## src/rtl/pix_step_pkg.sv

```systemverilog
package pix_step_pkg;
  typedef enum logic [1:0] {
    MODE_EXPAND = 2'd0,
    MODE_BYTE   = 2'd1,
    MODE_WIDE   = 2'd2,
    MODE_WIDE2  = 2'd3
  } pixModeT;

  typedef struct packed {
    logic acceptCfg;
    logic acceptData;
    logic nextSlot;
    logic finish;
  } stepStbT;

  localparam logic [3:0] SEL_DEST = 4'd0;
  localparam logic [3:0] SEL_MASK = 4'd1;
  localparam logic [3:0] SEL_FG   = 4'd2;
  localparam logic [3:0] SEL_BG   = 4'd3;
  localparam logic [3:0] SEL_CTRL = 4'd4;
endpackage

```

## src/rtl/pix_step_ctrl.sv

```systemverilog
module pix_step_ctrl
  import pix_step_pkg::*;
(
  input  logic        clk,
  input  logic        rstN,
  input  logic        wrEn,
  input  logic [3:0]  wrSel,
  input  logic        slotActive,
  input  logic        slotLast,
  input  logic        pixReady,
  output stepStbT     stb,
  output logic        busy,
  output logic        pixValid
);
  typedef enum logic {ST_IDLE, ST_RUN} stateT;
  stateT state, nextState;

  always_comb begin
    stb       = '0;
    pixValid  = 1'b0;
    nextState = state;
    case (state)
      ST_IDLE: begin
        if (wrEn) begin
          if (wrSel[3]) begin
            stb.acceptData = 1'b1;
            nextState      = ST_RUN;
          end else begin
            stb.acceptCfg = 1'b1;
          end
        end
      end
      default: begin
        pixValid = slotActive;
        if (!slotActive || pixReady) begin
          if (slotLast) begin
            stb.finish = 1'b1;
            nextState  = ST_IDLE;
          end else begin
            stb.nextSlot = 1'b1;
          end
        end
      end
    endcase
  end

  always_ff @(posedge clk) begin
    if (!rstN) state <= ST_IDLE;
    else       state <= nextState;
  end

  assign busy = (state == ST_RUN);


  valid_hold_chk: assert property (@(posedge clk) disable iff (!rstN)
    pixValid && !pixReady |=> pixValid);

  busy_after_data_chk: assert property (@(posedge clk) disable iff (!rstN)
    stb.acceptData |=> busy);

  valid_needs_busy_chk: assert property (@(posedge clk) disable iff (!rstN)
    pixValid |-> busy);

  one_strobe_chk: assert property (@(posedge clk) disable iff (!rstN)
    $onehot0({stb.acceptCfg, stb.acceptData, stb.nextSlot, stb.finish}));
endmodule

```

## src/rtl/pix_step_dp.sv

```systemverilog
module pix_step_dp
  import pix_step_pkg::*;
#(
  parameter int ADDR_W          = 24,
  parameter int LINE_PIXELS     = 2048,
  parameter int BYTES_PER_PIXEL = 4
) (
  input  logic              clk,
  input  logic              rstN,
  input  stepStbT           stb,
  input  logic [3:0]        wrSel,
  input  logic [31:0]       wrData,
  output logic              slotActive,
  output logic              slotLast,
  output logic [ADDR_W-1:0] pixAddr,
  output logic [31:0]       pixColor
);
  localparam int LINE_BYTES = LINE_PIXELS * BYTES_PER_PIXEL;
  localparam logic [ADDR_W-1:0] V_STEP = ADDR_W'(LINE_BYTES);

  logic [ADDR_W-1:0] destAddr;
  logic [31:0]       maskReg, fgReg, bgReg, wordReg;
  pixModeT           modeReg;
  logic              bgTransp;
  logic [2:0]        stepCode;
  logic [4:0]        slotIdx;

  logic [5:0]        pixPerWord;
  logic [4:0]        bitPos;
  logic [31:0]       byteShifted;
  logic [ADDR_W-1:0] hStep, xOff, yOff, nextDest;
  logic              xPos, xNeg, yPos, yNeg;

  always_comb begin
    case (modeReg)
      MODE_EXPAND: pixPerWord = 6'd32;
      MODE_BYTE:   pixPerWord = 6'd4;
      default:     pixPerWord = 6'd1;
    endcase
  end

  assign bitPos      = 5'd31 - slotIdx;
  assign byteShifted = wordReg << {slotIdx[1:0], 3'b000};
  assign slotLast    = ({1'b0, slotIdx} == pixPerWord - 6'd1);

  always_comb begin
    slotActive = maskReg[bitPos];
    if (modeReg == MODE_EXPAND && bgTransp && !wordReg[bitPos])
      slotActive = 1'b0;
  end

  always_comb begin
    case (modeReg)
      MODE_EXPAND: pixColor = wordReg[bitPos] ? fgReg : bgReg;
      MODE_BYTE:   pixColor = {24'd0, byteShifted[31:24]};
      default:     pixColor = {8'd0, wordReg[23:0]};
    endcase
  end

  assign pixAddr = destAddr + ADDR_W'(32'(slotIdx) * BYTES_PER_PIXEL);

  // step direction per data register: +X,+Y,-Y,-X,+X+Y,-X+Y,+X-Y,-X-Y
  always_comb begin
    xPos = 1'b0; xNeg = 1'b0; yPos = 1'b0; yNeg = 1'b0;
    case (stepCode)
      3'd0: xPos = 1'b1;
      3'd1: yPos = 1'b1;
      3'd2: yNeg = 1'b1;
      3'd3: xNeg = 1'b1;
      3'd4: begin xPos = 1'b1; yPos = 1'b1; end
      3'd5: begin xNeg = 1'b1; yPos = 1'b1; end
      3'd6: begin xPos = 1'b1; yNeg = 1'b1; end
      default: begin xNeg = 1'b1; yNeg = 1'b1; end
    endcase
  end

  assign hStep    = ADDR_W'(32'(pixPerWord) * BYTES_PER_PIXEL);
  assign xOff     = xPos ? hStep : (xNeg ? (~hStep + 1'b1) : '0);
  assign yOff     = yPos ? V_STEP : (yNeg ? (~V_STEP + 1'b1) : '0);
  assign nextDest = destAddr + xOff + yOff;

  always_ff @(posedge clk) begin
    if (!rstN) begin
      destAddr <= '0;
      maskReg  <= '1;
      fgReg    <= '0;
      bgReg    <= '0;
      modeReg  <= MODE_EXPAND;
      bgTransp <= 1'b0;
      wordReg  <= '0;
      stepCode <= '0;
      slotIdx  <= '0;
    end else begin
      if (stb.acceptCfg) begin
        case (wrSel)
          SEL_DEST: destAddr <= wrData[ADDR_W-1:0];
          SEL_MASK: maskReg  <= wrData;
          SEL_FG:   fgReg    <= wrData;
          SEL_BG:   bgReg    <= wrData;
          SEL_CTRL: begin
            modeReg  <= pixModeT'(wrData[1:0]);
            bgTransp <= wrData[2];
          end
          default: ;
        endcase
      end
      if (stb.acceptData) begin
        wordReg  <= wrData;
        stepCode <= wrSel[2:0];
        slotIdx  <= '0;
      end
      if (stb.nextSlot) slotIdx <= slotIdx + 5'd1;
      if (stb.finish)   destAddr <= nextDest;
    end
  end


  slot_in_range_chk: assert property (@(posedge clk) disable iff (!rstN)
    stb.nextSlot |-> !slotLast);

  dest_hold_chk: assert property (@(posedge clk) disable iff (!rstN)
    !stb.finish && !(stb.acceptCfg && wrSel == SEL_DEST) |=> $stable(destAddr));
endmodule

```

## src/rtl/indirect_pixel_stepper.sv

```systemverilog
module indirect_pixel_stepper
  import pix_step_pkg::*;
#(
  parameter int ADDR_W          = 24,
  parameter int LINE_PIXELS     = 2048,
  parameter int BYTES_PER_PIXEL = 4
) (
  input  logic              clk,
  input  logic              rstN,
  input  logic              wrEn,
  input  logic [3:0]        wrSel,
  input  logic [31:0]       wrData,
  output logic              busy,
  output logic              pixValid,
  input  logic              pixReady,
  output logic [ADDR_W-1:0] pixAddr,
  output logic [31:0]       pixColor
);
  stepStbT stb;
  logic    slotActive, slotLast;

  pix_step_ctrl u_ctrl (
    .clk(clk), .rstN(rstN), .wrEn(wrEn), .wrSel(wrSel),
    .slotActive(slotActive), .slotLast(slotLast), .pixReady(pixReady),
    .stb(stb), .busy(busy), .pixValid(pixValid)
  );

  pix_step_dp #(
    .ADDR_W(ADDR_W), .LINE_PIXELS(LINE_PIXELS), .BYTES_PER_PIXEL(BYTES_PER_PIXEL)
  ) u_dp (
    .clk(clk), .rstN(rstN), .stb(stb), .wrSel(wrSel), .wrData(wrData),
    .slotActive(slotActive), .slotLast(slotLast),
    .pixAddr(pixAddr), .pixColor(pixColor)
  );
endmodule

```

## config.mk

```make
export PLATFORM = sky130hd
export DESIGN_NAME = indirect_pixel_stepper
export DESIGN_NICKNAME = d
export VERILOG_FILES = /design/src/rtl/pix_step_pkg.sv /design/src/rtl/pix_step_ctrl.sv /design/src/rtl/pix_step_dp.sv /design/src/rtl/indirect_pixel_stepper.sv
export SDC_FILE = /design/constraint.sdc
export NUM_CORES = 1
export LEC_CHECK = 0
export BUFFER_PORTS_ARGS = -buffer_cell sky130_fd_sc_hd__buf_2
export CAP_MARGIN = 10
export CORE_ASPECT_RATIO = 1.2
export CORE_UTILIZATION = 49
export DETAILED_ROUTE_END_ITERATION = 8
export HOLD_SLACK_MARGIN = 0.08
export PLACE_DENSITY = 0.71
export SLEW_MARGIN = 25
export SYNTH_ARGS = -nofsm -noshare
export SYNTH_HDL_FRONTEND = slang
export SYNTH_SLANG_ARGS = --single-unit
```

## constraint.sdc

```tcl
create_clock -name clk -period 3.95 [get_ports clk]
set_input_delay 0 -clock clk [delete_from_list [all_inputs] [get_ports clk]]
set_output_delay 0 -clock clk [all_outputs]
set_load 0.01 [all_outputs]
```

# After elaboration in Yosys (flattened, before gate mapping)
# Index checks and enable logic that the tools add are counted.
word_totals:
  wordCells: 83
  in_bits: 40
  output_inout_bits: 58
  register_bits: 164
op_classes:
  eq_ne: 12
  mux: 31
  n_reduce_logical: 20
  bitwise_logic: 1
  addsub: 7
  shifts: 1
  n_lt_le_gt_ge: 1
ops:
  columns: ["cell", "count"]
  rows:
  - ["2-to-1 mux 24 bit", 7]
  - ["case mux 32 bit (2 select lines)", 1]
  - ["adder 24 bit", 2]
  - ["2-to-1 mux 32 bit", 1]
  - ["left shift 32 x 5 -> 32 bit", 1]
  - ["adder 24 x 1 -> 24 bit (second input constant)", 1]
  - ["adder 24 x 7 -> 24 bit", 1]
  - ["inverter 8 -> 24 bit", 1]
  - ["2-to-1 mux 1 bit", 13]
  - ["case mux 6 bit (2 select lines)", 1]
  - ["binary-select mux 1 bit (select 5 bit)", 2]
  - ["2-to-1 mux 5 bit", 2]
  - ["AND reduction 2 bit", 5]
  - ["OR reduction 5 bit", 2]
  - ["== test 3 bit (second input constant)", 3]
  - ["== test 4 x 2 -> 1 bit (second input constant)", 2]
  - ["2-to-1 mux 2 bit", 4]
  - ["== test 3 x 2 -> 1 bit (second input constant)", 2]
  - ["== test 5 x 6 -> 1 bit", 1]
  - ["less-than comparator 5 x 6 -> 1 bit (second input constant)", 1]
  - ["nonzero test 2 bit", 3]
  - ["OR reduction 3 bit", 2]
  - ["subtractor 6 x 1 -> 6 bit (second input constant)", 1]
  - ["adder 5 x 1 -> 5 bit (second input constant)", 1]
  - ["11 further kinds", 13]

# Depth between registers and ports, before layout
# Gate-level depths: netlist (run 1).
depth:
  ltp_word: 12
  depth_mapped: 15
  ltp_nobuf: 14

# Modules after synthesis
# Synthesis (run 1) repeated with hierarchy kept, for this count alone.
unflattened:
  cells_unflattened: 1176
  hier_area_um2: 9536.6
modules_own_cells:
  columns: ["module", "instances", "cells_each", "seq_area_each_um2", "area_per_inst_um2"]
  rows:
  - ["pix_step_dp", 1, 1166, 3263.1, 9452.8]
  - ["pix_step_ctrl", 1, 10, 20.0, 83.8]

# Least setup slack after synthesis (run 1)
# Ideal clock, no wire load.
synth_path:
  kind: "register -> register"
  start: "register u_dp.stepCode[1]"
  end: "register u_dp.destAddr[23]"
  arrival_ns: 3.878
  t_required_ns: 3.892
  n_path_buf: 1
  setup_time_ns: 0.058
  stages_incl_launch_ff: 15
  synth_period_minus_slack_ns: 3.935
  slack_ns: 0.015
  path_cell_list: "dfxtp_1 > clkbuf_1 > o21ai_1 > nor2_1 > ha_1 > ha_1 > fa_1 > a211oi_1 > o21ai_0 > a41oi_1 > o21ai_0 > o41ai_1 > nor2_1 > a2111oi_2 > a21o_1"
synth_between:
  elab_chain_len: 7
  word_cells_on_any_way: 20
  classes_between: "add/sub (2); eq/ne (6); mux (7); reduce/logical (5)"
synth_rtl:
  columns: ["item", "line_no", "source"]
  rows:
  - ["start: declaration", "pix_step_dp.sv:25", "logic [2:0] stepCode;"]
  - ["start signal: assignment", "pix_step_dp.sv:109", "stepCode <= wrSel[2:0];"]
  - ["== test 3 x 2 -> 1 bit (tied with other cells)", "pix_step_dp.sv:65", "case (stepCode)"]
  - ["OR reduction 5 bit (no source line) or OR reduction 3 bit (tied branches)", null, null]
  - ["2-to-1 mux 24 bit or 2-to-1 mux 1 bit (tied branches)", "pix_step_dp.sv:78, pix_step_dp.sv:65", null]
  - ["2-to-1 mux 24 bit", "pix_step_dp.sv:78", "assign xOff = xPos ? hStep : (xNeg ? (~hStep + 1'b1) : '0);"]
  - ["adder 24 bit", "pix_step_dp.sv:80", "assign nextDest = destAddr + xOff + yOff;"]
  - ["adder 24 bit *", "pix_step_dp.sv:80", null]
  - ["2-to-1 mux 24 bit *", "pix_step_dp.sv:113", "if (stb.finish) destAddr <= nextDest;"]
  - ["end signal: assignment", "pix_step_dp.sv:96", "SEL_DEST: destAddr <= wrData[ADDR_W-1:0];"]
  - ["end signal: assignment", "pix_step_dp.sv:113", null]
  - ["end: declaration", "pix_step_dp.sv:21", "logic [ADDR_W-1:0] destAddr;"]
# Mark *: on every way between the ends. The rest lies on a longest branch, timed or not.
# A chain may end at the register's enable or synchronous reset.

# Worst setup path after layout (run 1)
layout_path:
  start: "register u_dp.slotIdx[2]"
  end: "output port pixColor[1]"
layout_between:
  elab_chain_len: 5
layout_rtl:
  columns: ["item", "line_no", "source"]
  rows:
  - ["start: declaration", "pix_step_dp.sv:26", "logic [4:0] slotIdx;"]
  - ["start signal: assignment", "pix_step_dp.sv:112", "if (stb.nextSlot) slotIdx <= slotIdx + 5'd1;"]
  - ["subtractor 5 bit", "pix_step_dp.sv:42", "assign bitPos = 5'd31 - slotIdx;"]
  - ["binary-select mux 1 bit (select 5 bit)", "pix_step_dp.sv:54", "MODE_EXPAND: pixColor = wordReg[bitPos] ? fgReg : bgReg;"]
  - ["2-to-1 mux 1 bit (not written as such)", "pix_step_dp.sv:54", null]
  - ["2-to-1 mux 32 bit", "pix_step_dp.sv:54", null]
  - ["case mux 32 bit (2 select lines)", "pix_step_dp.sv:53", "case (modeReg)"]
  - ["end: declaration", "indirect_pixel_stepper.sv:17", "output logic [31:0] pixColor"]
# Every way passes these cells. The select of a mux whose other input is x is not followed.

==> results.toml, run 1 <==
[floorplanning]
io_pins = 98
die_area_um2 = 20100
fp.dieH_um = 155
fp-row-count = 55
core_area_um2 = 19000
initial_core_util_pct = 50.5
fp.dieW_um = 130

[power_and_ir_drop]
power.density_nw_per_um2 = 339
leakagePower_uw = 0.00490
ir_drop_v = 0.000314

[detailed_routing]
met1_length_um = 12200
ant_nets = 0
drc_errors = 0
avgRoutedWirePerCell_um = 17.9
route.met3.wl_um = 1730
drtPass1Iterations = 5
drt-total-wl_um = 28000
vias = 8811
dr_wl_met2_um = 12800
viasPerCell = 5.63
drt_iter0_drc = 797
top_layer = "met4"

[synthesis]
yosys_warnings = 0
syn-num-nets = 1280
ys.flop_type = "dfxtp_1"
syn_area_um2 = 9580
post-synth-top-area-cell = "dfxtp_1"
ys_seq_area_share_pct = 34.3
ys_top_cells_by_count = "328 x nand2_1, 164 x dfxtp_1, 104 x a21boi_0"
yosysMostFrequentCell = "nand2_1"
synth_edf_count = 0
ys_seq_elements = 164
syn_inst = 1195
async_flop_share_pct = 0
synth_top_area_share_pct = 34.3
yosys-top-cells-area = "dfxtp_1 34%, nand2_1 13%, a21boi_0 8.1%"
syn_area_per_cell_um2 = 8.02
ys_types = 65

[place]
gp_congestion = 0.911
hpwl_um = 19000
numPortBuffers = 97
placed_area_um2 = 10300

[cells_and_area]
final.fill_count = 1700
diodes = 0
fin_area_um2 = 11300
drive_above_1_share_pct = 14.4
finalNetCount = 1380
area_growth_pct = 18.0

[sta]
worstMarginPinSlew_ps = 808
rsz0062_at_grt = "no"
period_needed_ps = 3740
period_share_pct = 94.6
drv_slew = 0
finalHoldViolCount = 0
fin_setup_tns_ps = 0
fin_skew_ps = 13.0
maxSlewHeadroom_pct = 46.1
fmaxAchievable_ghz = 0.268
finalSetupViolCount = 0

[clock_network]
numCtsBuffers = 17
cts-root-buf = "clkbuf_16"
clk-insertion-delay-late_ps = 440
cts_tree = "built"
clkTransAtPathRegs_ps = 70
clk_path_buf_depth = 2
htreeDepth = 4
postCtsSetupBuffers = 0
clkSinkCount = 164

[grt]
grt_pass1_wl_um = 44700
grt_pass1_vias = 8405
antenna_found_initial = 0
grt_max_degree = 120
track_usage_pct = 28.8
overflow = 0

[min_path]
holdCritPathClass = "primary input to flip-flop"

[critical_path]
cp-start-kind = "flip-flop"
critPathMaxFanout = 13
worstPathArrival_ps = 3740
critPathRequiredTime_ps = 3950
crit_path_end_kind = "primary output"
path_class = "flip-flop to primary output"

[job]
maxCapViolations = 0

[run_status]
outcome = "finished, final reports clean"
## sequential cells by signal, summed over array words and instances, names as in the netlist
| name | flops |
|---|---|
| u_dp.stepCode | 3 |
| u_dp.bgTransp | 1 |
| u_dp.modeReg | 2 |
| u_dp.wordReg | 32 |
| u_dp.fgReg | 32 |
| u_dp.bgReg | 32 |
| u_dp.slotIdx | 5 |
| u_dp.destAddr | 24 |
| u_dp.maskReg | 32 |
| u_ctrl.busy | 1 |
## stage by stage
step / hold WS [ps] / power, uW / std cells / setup WS [ps] / util [%]
detailed placement: 292 / 2080 / 1495 / 215 / 54.2
global placement: 276 / 2070 / 1495 / 277 / 54.2
floorplan: 124 / 1950 / 1195 / 14.6 / -
finish: 75.6 / 3840 / 1564 / 214 / 59.6
CTS: 195 / 3840 / 1564 / 181 / 59.4
global route: 89.5 / 3950 / 1564 / 0.765 / 59.6
## area by class of cell
cell class                 instances  area [um2]  area share, %
tap                              256         320           2.83
timing repair buffer             163        1080           9.54
clock buffer                      20         447           3.95
sequential                       164        3280           29.0
inverter                          29         109          0.962
multi-input combinational        920        5910           52.2
clock inverter                    12         169           1.49
## path summary, 6_finish.rpt
check / slack (ps) / cells past startpoint / endpoint / start
max: 210 / 10 / pixColor[1] / u_dp.slotIdx[2]$_SDFFE_PN0P_
min: 80 / 2 / u_dp.maskReg[30]$_SDFFE_PN1P_ / rstN
max reg2reg: 260 / 13 / u_dp.destAddr[20]$_SDFFE_PN0P_ / u_dp.stepCode[2]$_SDFFE_PN0P_
min reg2reg: 460 / 2 / u_dp.fgReg[31]$_SDFFE_PN0P_ / u_dp.fgReg[31]$_SDFFE_PN0P_
## cell families (layout without fill, tap and decap cells)
kind of cell	Yosys count	in the layout	share of synthesized area, %
AO/OA/AOI/OAI	279	279	20.3
XOR/XNOR	40	40	3.66
adder cells (fa/ha/maj)	45	45	6.27
AND/OR/NAND/NOR	482	482	21.5
buffers and inverters	111	224	4.70
multiplexers	74	74	9.31
flip-flops	164	164	34.3
## where the power goes
| group | total, uW | switching [uW] | internal, uW |
|---|---|---|---|
| clock network | 1760 | 735 | 1020 |
| logic | 354 | 209 | 145 |
| registers | 1720 | 35.1 | 1690 |
## placed cells by master, fill, tap and decap left out, types with 7 or more instances in the layout
master | netlist | routed
nand2_1 | 328 | 327
dfxtp_1 | 164 | 164
a21boi_0 | 104 | 104
buf_2 | 6 | 96
mux2i_1 | 61 | 61
nand3_1 | 46 | 46
o21ai_0 | 43 | 42
nor2_1 | 40 | 40
ha_1 | 40 | 40
dlygate4sd3_1 | 0 | 37
a21oi_1 | 35 | 35
buf_4 | 3 | 29
inv_1 | 28 | 28
xnor2_1 | 28 | 27
a22oi_1 | 19 | 19
a21boi_1 | 18 | 18
clkbuf_16 | 0 | 17
mux4_2 | 12 | 12
nor2b_1 | 12 | 12
xor2_1 | 12 | 12
nand2b_1 | 11 | 11
a21o_1 | 8 | 8
a211oi_1 | 8 | 7
nand4_1 | 7 | 7
## metal layers
metal	global-route usage, %	vias up
met2	45.1	345
li1	-	4311
met5	0	-
met3	4.64	60
met1	38.1	4095
met4	14.3	0
## what timing repair did
item	4_1_cts	5_1_grt
hold endpoints to repair	159	0
endpoints found under the setup margin	0	3
hold buffers	37	0
resized for setup	0	5
## worst max-delay path, stage by stage, from the launching register on
cell	delay [ps]
dfxtp_1	590
buf_4	270
mux4_2	310
mux4_2	470
nor2b_1	180
a21oi_4	580
mux2i_1	210
nor2_1	120
a21oi_1	60
o21ai_0	300
buf_2	200
Note: power is estimated with default switching activity, not from simulation.
==> inputs of run 2 (changes only) <==
--- a/config.mk
+++ b/config.mk
@@ -11,6 +11,7 @@
 export CORE_UTILIZATION = 49
 export DETAILED_ROUTE_END_ITERATION = 8
 export HOLD_SLACK_MARGIN = 0.08
+export MAX_ROUTING_LAYER = met4
 export PLACE_DENSITY = 0.71
 export SLEW_MARGIN = 25
 export SYNTH_ARGS = -nofsm -noshare
==> results.toml, run 2 (synthesis gave the netlist of run 1 again) <==
[critical_path]
critPathMostFrequentCell = "mux4_2"
r2r_end = "u_dp.destAddr[20]$_SDFFE_PN0P_"
r2r_slack_ps = 260
critPathCapture = "pixColor[1]"
critPathRequiredTime_ps = 3950
cp_slowest_stage_delay_ps = 590
cp_top_family = "multiplexers"
worstPathArrival_ps = 3720
critical_path_buf_inv_count = 2
path_class = "flip-flop to primary output"
path_depth = 10
worstReg2RegStart = "u_dp.stepCode[2]$_SDFFE_PN0P_"
worst_path_max_delay_cell = "dfxtp_1"
reg2reg_depth = 13
cp-start-kind = "flip-flop"
critPathMaxFanout = 13
cp_cell_sequence = "buf_4 > mux4_2 > mux4_2 > nor2b_1 > a21oi_4 > mux2i_1 > nor2_1 > a21oi_1 > o21ai_0 > buf_2"
crit_path_end_kind = "primary output"
worstSetupStartpoint = "u_dp.slotIdx[2]$_SDFFE_PN0P_"

[clock_network]
cts_tree = "built"
htreeDepth = 4
postCtsSetupBuffers = 0
cts-root-buf = "clkbuf_16"
numCtsBuffers = 17
clkTransAtPathRegs_ps = 70
clkSinkCount = 164
clk-insertion-delay-late_ps = 430
clk_path_buf_depth = 2

[grt]
grt_max_degree = 120
track_usage_pct = 29.6
grt_pass1_wl_um = 44700
antenna_found_initial = 0
overflow = 0
grt_pass1_vias = 8401

[sta]
period_needed_ps = 3720
setup_slack_ps = 232
finalHoldViolCount = 0
fin_setup_tns_ps = 0
maxSlewHeadroom_pct = 45.0
rsz0062_at_grt = "no"
finalSetupViolCount = 0
fin_skew_ps = 11.0
period_share_pct = 94.1
worstMarginPinSlew_ps = 825
drv_slew = 0
fmaxAchievable_ghz = 0.269

[place]
numPortBuffers = 97
gp_congestion = 0.928
dp_slack_ps = 215
hpwl_um = 19000

[power_and_ir_drop]
comb_power_share_pct = 9.2
power.density_nw_per_um2 = 339
leakagePower_uw = 0.00490
internal-power_uw = 2860
ir_drop_v = 0.000309
p_total_uw = 3830
pwr-share-clk_pct = 45.8
p_seq_share_pct = 45.0
swShare_pct = 25.4
switchingPower_uw = 975

[min_path]
holdCritPathClass = "primary input to flip-flop"
holdCritStartpoint = "rstN"

[cells_and_area]
area_growth_pct = 18.0
finalNetCount = 1380
layout_commonest_cell = "nand2_1"
final_cell_mix = "327 x nand2_1, 164 x dfxtp_1, 104 x a21boi_0, 96 x buf_2, 61 x mux2i_1"
fin_util_pct = 59.6
drive_above_1_share_pct = 14.4
diodes = 0
final.fill_count = 1700

[floorplanning]
die_area_um2 = 20100
io_pins = 98
fp.dieH_um = 155
core_area_um2 = 19000
initial_core_util_pct = 50.5
fp-row-count = 55
fp.dieW_um = 130

[detailed_routing]
ant_nets = 0
drt_iter0_drc = 776
drt-total-wl_um = 27900
avgRoutedWirePerCell_um = 17.8
drtPass1Iterations = 5
vias = 8869
viasPerCell = 5.67
drc_errors = 0

[run_status]
outcome = "finished, final reports clean"

[job]
maxCapViolations = 0
## run 2: cell counts in the layout (fill, tap and decap cells not counted)
No cell type changed its count.
## run 2: cell type report
type / count / area [um2] / area share (%)
clock buffers: 20 / 447 / 3.95
clock inverters: 12 / 169 / 1.49
inverters: 29 / 109 / 0.962
multi-input cells: 920 / 5910 / 52.2
flip-flops and latches: 164 / 3280 / 29.0
well taps: 256 / 320 / 2.83
repair buffers: 163 / 1080 / 9.54
## run 2: worst min-delay path by stage
stage	endpoint	depth (start not counted)
after CTS	u_dp.maskReg[13]$_SDFFE_PN1P_	2
after floorplan	u_dp.maskReg[0]$_SDFFE_PN1P_	2
final	u_dp.maskReg[30]$_SDFFE_PN1P_	2
after global placement	u_dp.maskReg[29]$_SDFFE_PN1P_	3
after detailed placement	u_dp.maskReg[29]$_SDFFE_PN1P_	3
after global routing	u_dp.maskReg[13]$_SDFFE_PN1P_	2
## run 2: power by group through the flow
stage                     combinational [uW]  clock [uW]  sequential, uW
after floorplan                          202           0            1740
after global placement                   314           0            1760
after detailed placement                 319           0            1760
after CTS                                349        1770            1720
after global routing                     383        1840            1730
final                                    354        1760            1720
## run 2: metal layers
metal / up-vias / track usage, % / share of wire, %
met5: - / - / 0
met4: 0 / 14.3 / 4.0
met3: 64 / 4.57 / 5.5
met2: 321 / 45.1 / 46
met1: 4171 / 38.2 / 44
li1: 4313 / - / -
## run 2: what timing repair did
action / CTS / global route
resized for setup: 0 / 5
hold buffers: 37 / 0
setup endpoints to repair: 0 / 3
endpoints found under the hold margin: 159 / 0
## run 2: per-stage QoR
step	instance area (um2)	std cells	hold WS, ps
floorplan	9580	1195	124
global placement	10300	1495	276
CTS	11300	1564	195
finish	11300	1564	58.3
detailed placement	10300	1495	292
global route	11300	1564	92.1
==> inputs of run 3 (changes only) <==
--- a/config.mk
+++ b/config.mk
@@ -7,7 +7,7 @@
 export LEC_CHECK = 0
 export BUFFER_PORTS_ARGS = -buffer_cell sky130_fd_sc_hd__buf_2
 export CAP_MARGIN = 10
-export CORE_ASPECT_RATIO = 1.2
+export CORE_ASPECT_RATIO = 1.25
 export CORE_UTILIZATION = 49
 export DETAILED_ROUTE_END_ITERATION = 8
 export HOLD_SLACK_MARGIN = 0.08
==> results.toml, run 3 (synthesis gave the netlist of run 1 again) <==
[run_status]
outcome = "finished, final reports clean"

[floorplanning]
fp.dieW_um = 127
fp-row-count = 56
die_area_um2 = 20100
fp.dieH_um = 158
io_pins = 98
core_area_um2 = 19000
initial_core_util_pct = 50.5

[sta]
hold_ws_ps = 130
finalHoldViolCount = 0
period_needed_ps = 3660
maxSlewHeadroom_pct = 35.1
period_share_pct = 92.8
finalSetupViolCount = 0
worstMarginPinSlew_ps = 971
fmaxAchievable_ghz = 0.273
rsz0062_at_grt = "no"
fin_setup_tns_ps = 0
fin_skew_ps = 15.4
drv_slew = 0

[cells_and_area]
finalNetCount = 1379
area_growth_pct = 18.4
diodes = 0
drive_above_1_share_pct = 14.7
layout_commonest_cell = "nand2_1"
final_cell_mix = "327 x nand2_1, 161 x dfxtp_1, 104 x a21boi_0, 96 x buf_2, 61 x mux2i_1"
fin_area_um2 = 11300
final.fill_count = 1698
fin_util_pct = 59.8

[clock_network]
clk_path_buf_depth = 2
clkTransAtPathRegs_ps = 70
cts-root-buf = "clkbuf_16"
htreeDepth = 4
numCtsBuffers = 17
postCtsSetupBuffers = 0
cts_tree = "built"
clk-insertion-delay-late_ps = 440
clkSinkCount = 164

[power_and_ir_drop]
leakagePower_uw = 0.00491
power.density_nw_per_um2 = 344
ir_drop_v = 0.000281
p_total_uw = 3910

[job]
maxCapViolations = 0

[critical_path]
worstSetupStartpoint = "u_dp.stepCode[1]$_SDFFE_PN0P_"
path_class = "flip-flop to flip-flop"
critPathRequiredTime_ps = 4280
cp-start-kind = "flip-flop"
worstReg2RegStart = "u_dp.stepCode[1]$_SDFFE_PN0P_"
critPathMaxFanout = 4
crit_path_end_kind = "flip-flop"
critPathCapture = "u_dp.destAddr[20]$_SDFFE_PN0P_"
r2r_end = "u_dp.destAddr[20]$_SDFFE_PN0P_"
worstPathArrival_ps = 4000
reg2reg_depth = 13
r2r_slack_ps = 290

[detailed_routing]
avgRoutedWirePerCell_um = 17.5
drc_errors = 0
viasPerCell = 5.59
drt_iter0_drc = 651
ant_nets = 0
drt-total-wl_um = 27400
vias = 8761
drtPass1Iterations = 5

[grt]
grt_pass1_vias = 8179
antenna_found_initial = 0
grt_pass1_wl_um = 43600
overflow = 0
track_usage_pct = 28.8
grt_max_degree = 91

[min_path]
holdCritPathClass = "primary input to flip-flop"
min_path_cells = 2

[place]
hpwl_um = 19000
gp_congestion = 0.911
placed_area_um2 = 10300
numPortBuffers = 97
[run 3: changes by cell type in the layout (fill, tap and decap cells not counted), sizes merged]
| cell | previous run | this run |
|---|---|---|
| bufinv | 3 | 4 |
| clkinvlp | 4 | 3 |
| clkinv | 2 | 4 |
| clkbuf | 20 | 18 |
| buf | 126 | 125 |
[run 3: metal layers]
layer | up-vias | track usage (%) | share of wire [%]
li1 | 4308 | - | -
met1 | 4120 | 35.8 | 44
met2 | 281 | 47.0 | 48
met3 | 52 | 3.90 | 5.2
met4 | 0 | 12.4 | 3.5
met5 | - | - | 0
[run 3: final cells by class]
class	count	area (um2)	share of cell area, %
clock buffer	18	429	3.78
clock inverter	14	221	1.95
timing repair buffer	162	1070	9.41
multi-input combinational	920	5910	52.1
sequential	164	3290	29.0
inverter	29	109	0.959
tap	261	327	2.88
[run 3: how the worst min path moves through the flow]
stage | startpoint | end
floorplan | wrData[0] | u_dp.maskReg[0]$_SDFFE_PN1P_
global placement | wrData[29] | u_dp.maskReg[29]$_SDFFE_PN1P_
detailed placement | wrData[29] | u_dp.maskReg[29]$_SDFFE_PN1P_
CTS | rstN | u_dp.maskReg[30]$_SDFFE_PN1P_
global route | rstN | u_dp.maskReg[30]$_SDFFE_PN1P_
finish | rstN | u_dp.maskReg[30]$_SDFFE_PN1P_
[run 3: power breakdown]
| group | leakage, uW | internal (uW) | switching (uW) | total [uW] |
|---|---|---|---|---|
| registers | 0.00133 | 1690 | 36.0 | 1720 |
| clock network | 0.000305 | 1080 | 753 | 1830 |
| logic | 0.00328 | 145 | 205 | 351 |
[run 3: repair_timing]
item                                   4_1_cts  5_1_grt
setup endpoints to repair                    1        6
endpoints found under the hold margin      159        0
hold buffers                                37        0
gates resized for setup                      1        8
[run 3: stage by stage]
step / worst slack [ps] / std cells
after floorplan: 14.6 / 1195
after global placement: 153 / 1499
after detailed placement: -49.5 / 1499
after CTS: 82.5 / 1568
after global routing: 19.8 / 1568
final: 286 / 1568
[run 3: critical path, cell delays in order (launching register included)]
cell	delay (ps)
dfxtp_1	450
xnor2_1	170
nor2_2	70
a211oi_1	200
ha_1	310
ha_1	330
a211oi_1	320
o21ai_0	200
a21oi_1	250
a21oi_1	150
or3_1	410
a21o_1	200
a211o_1	280
a41o_1	220
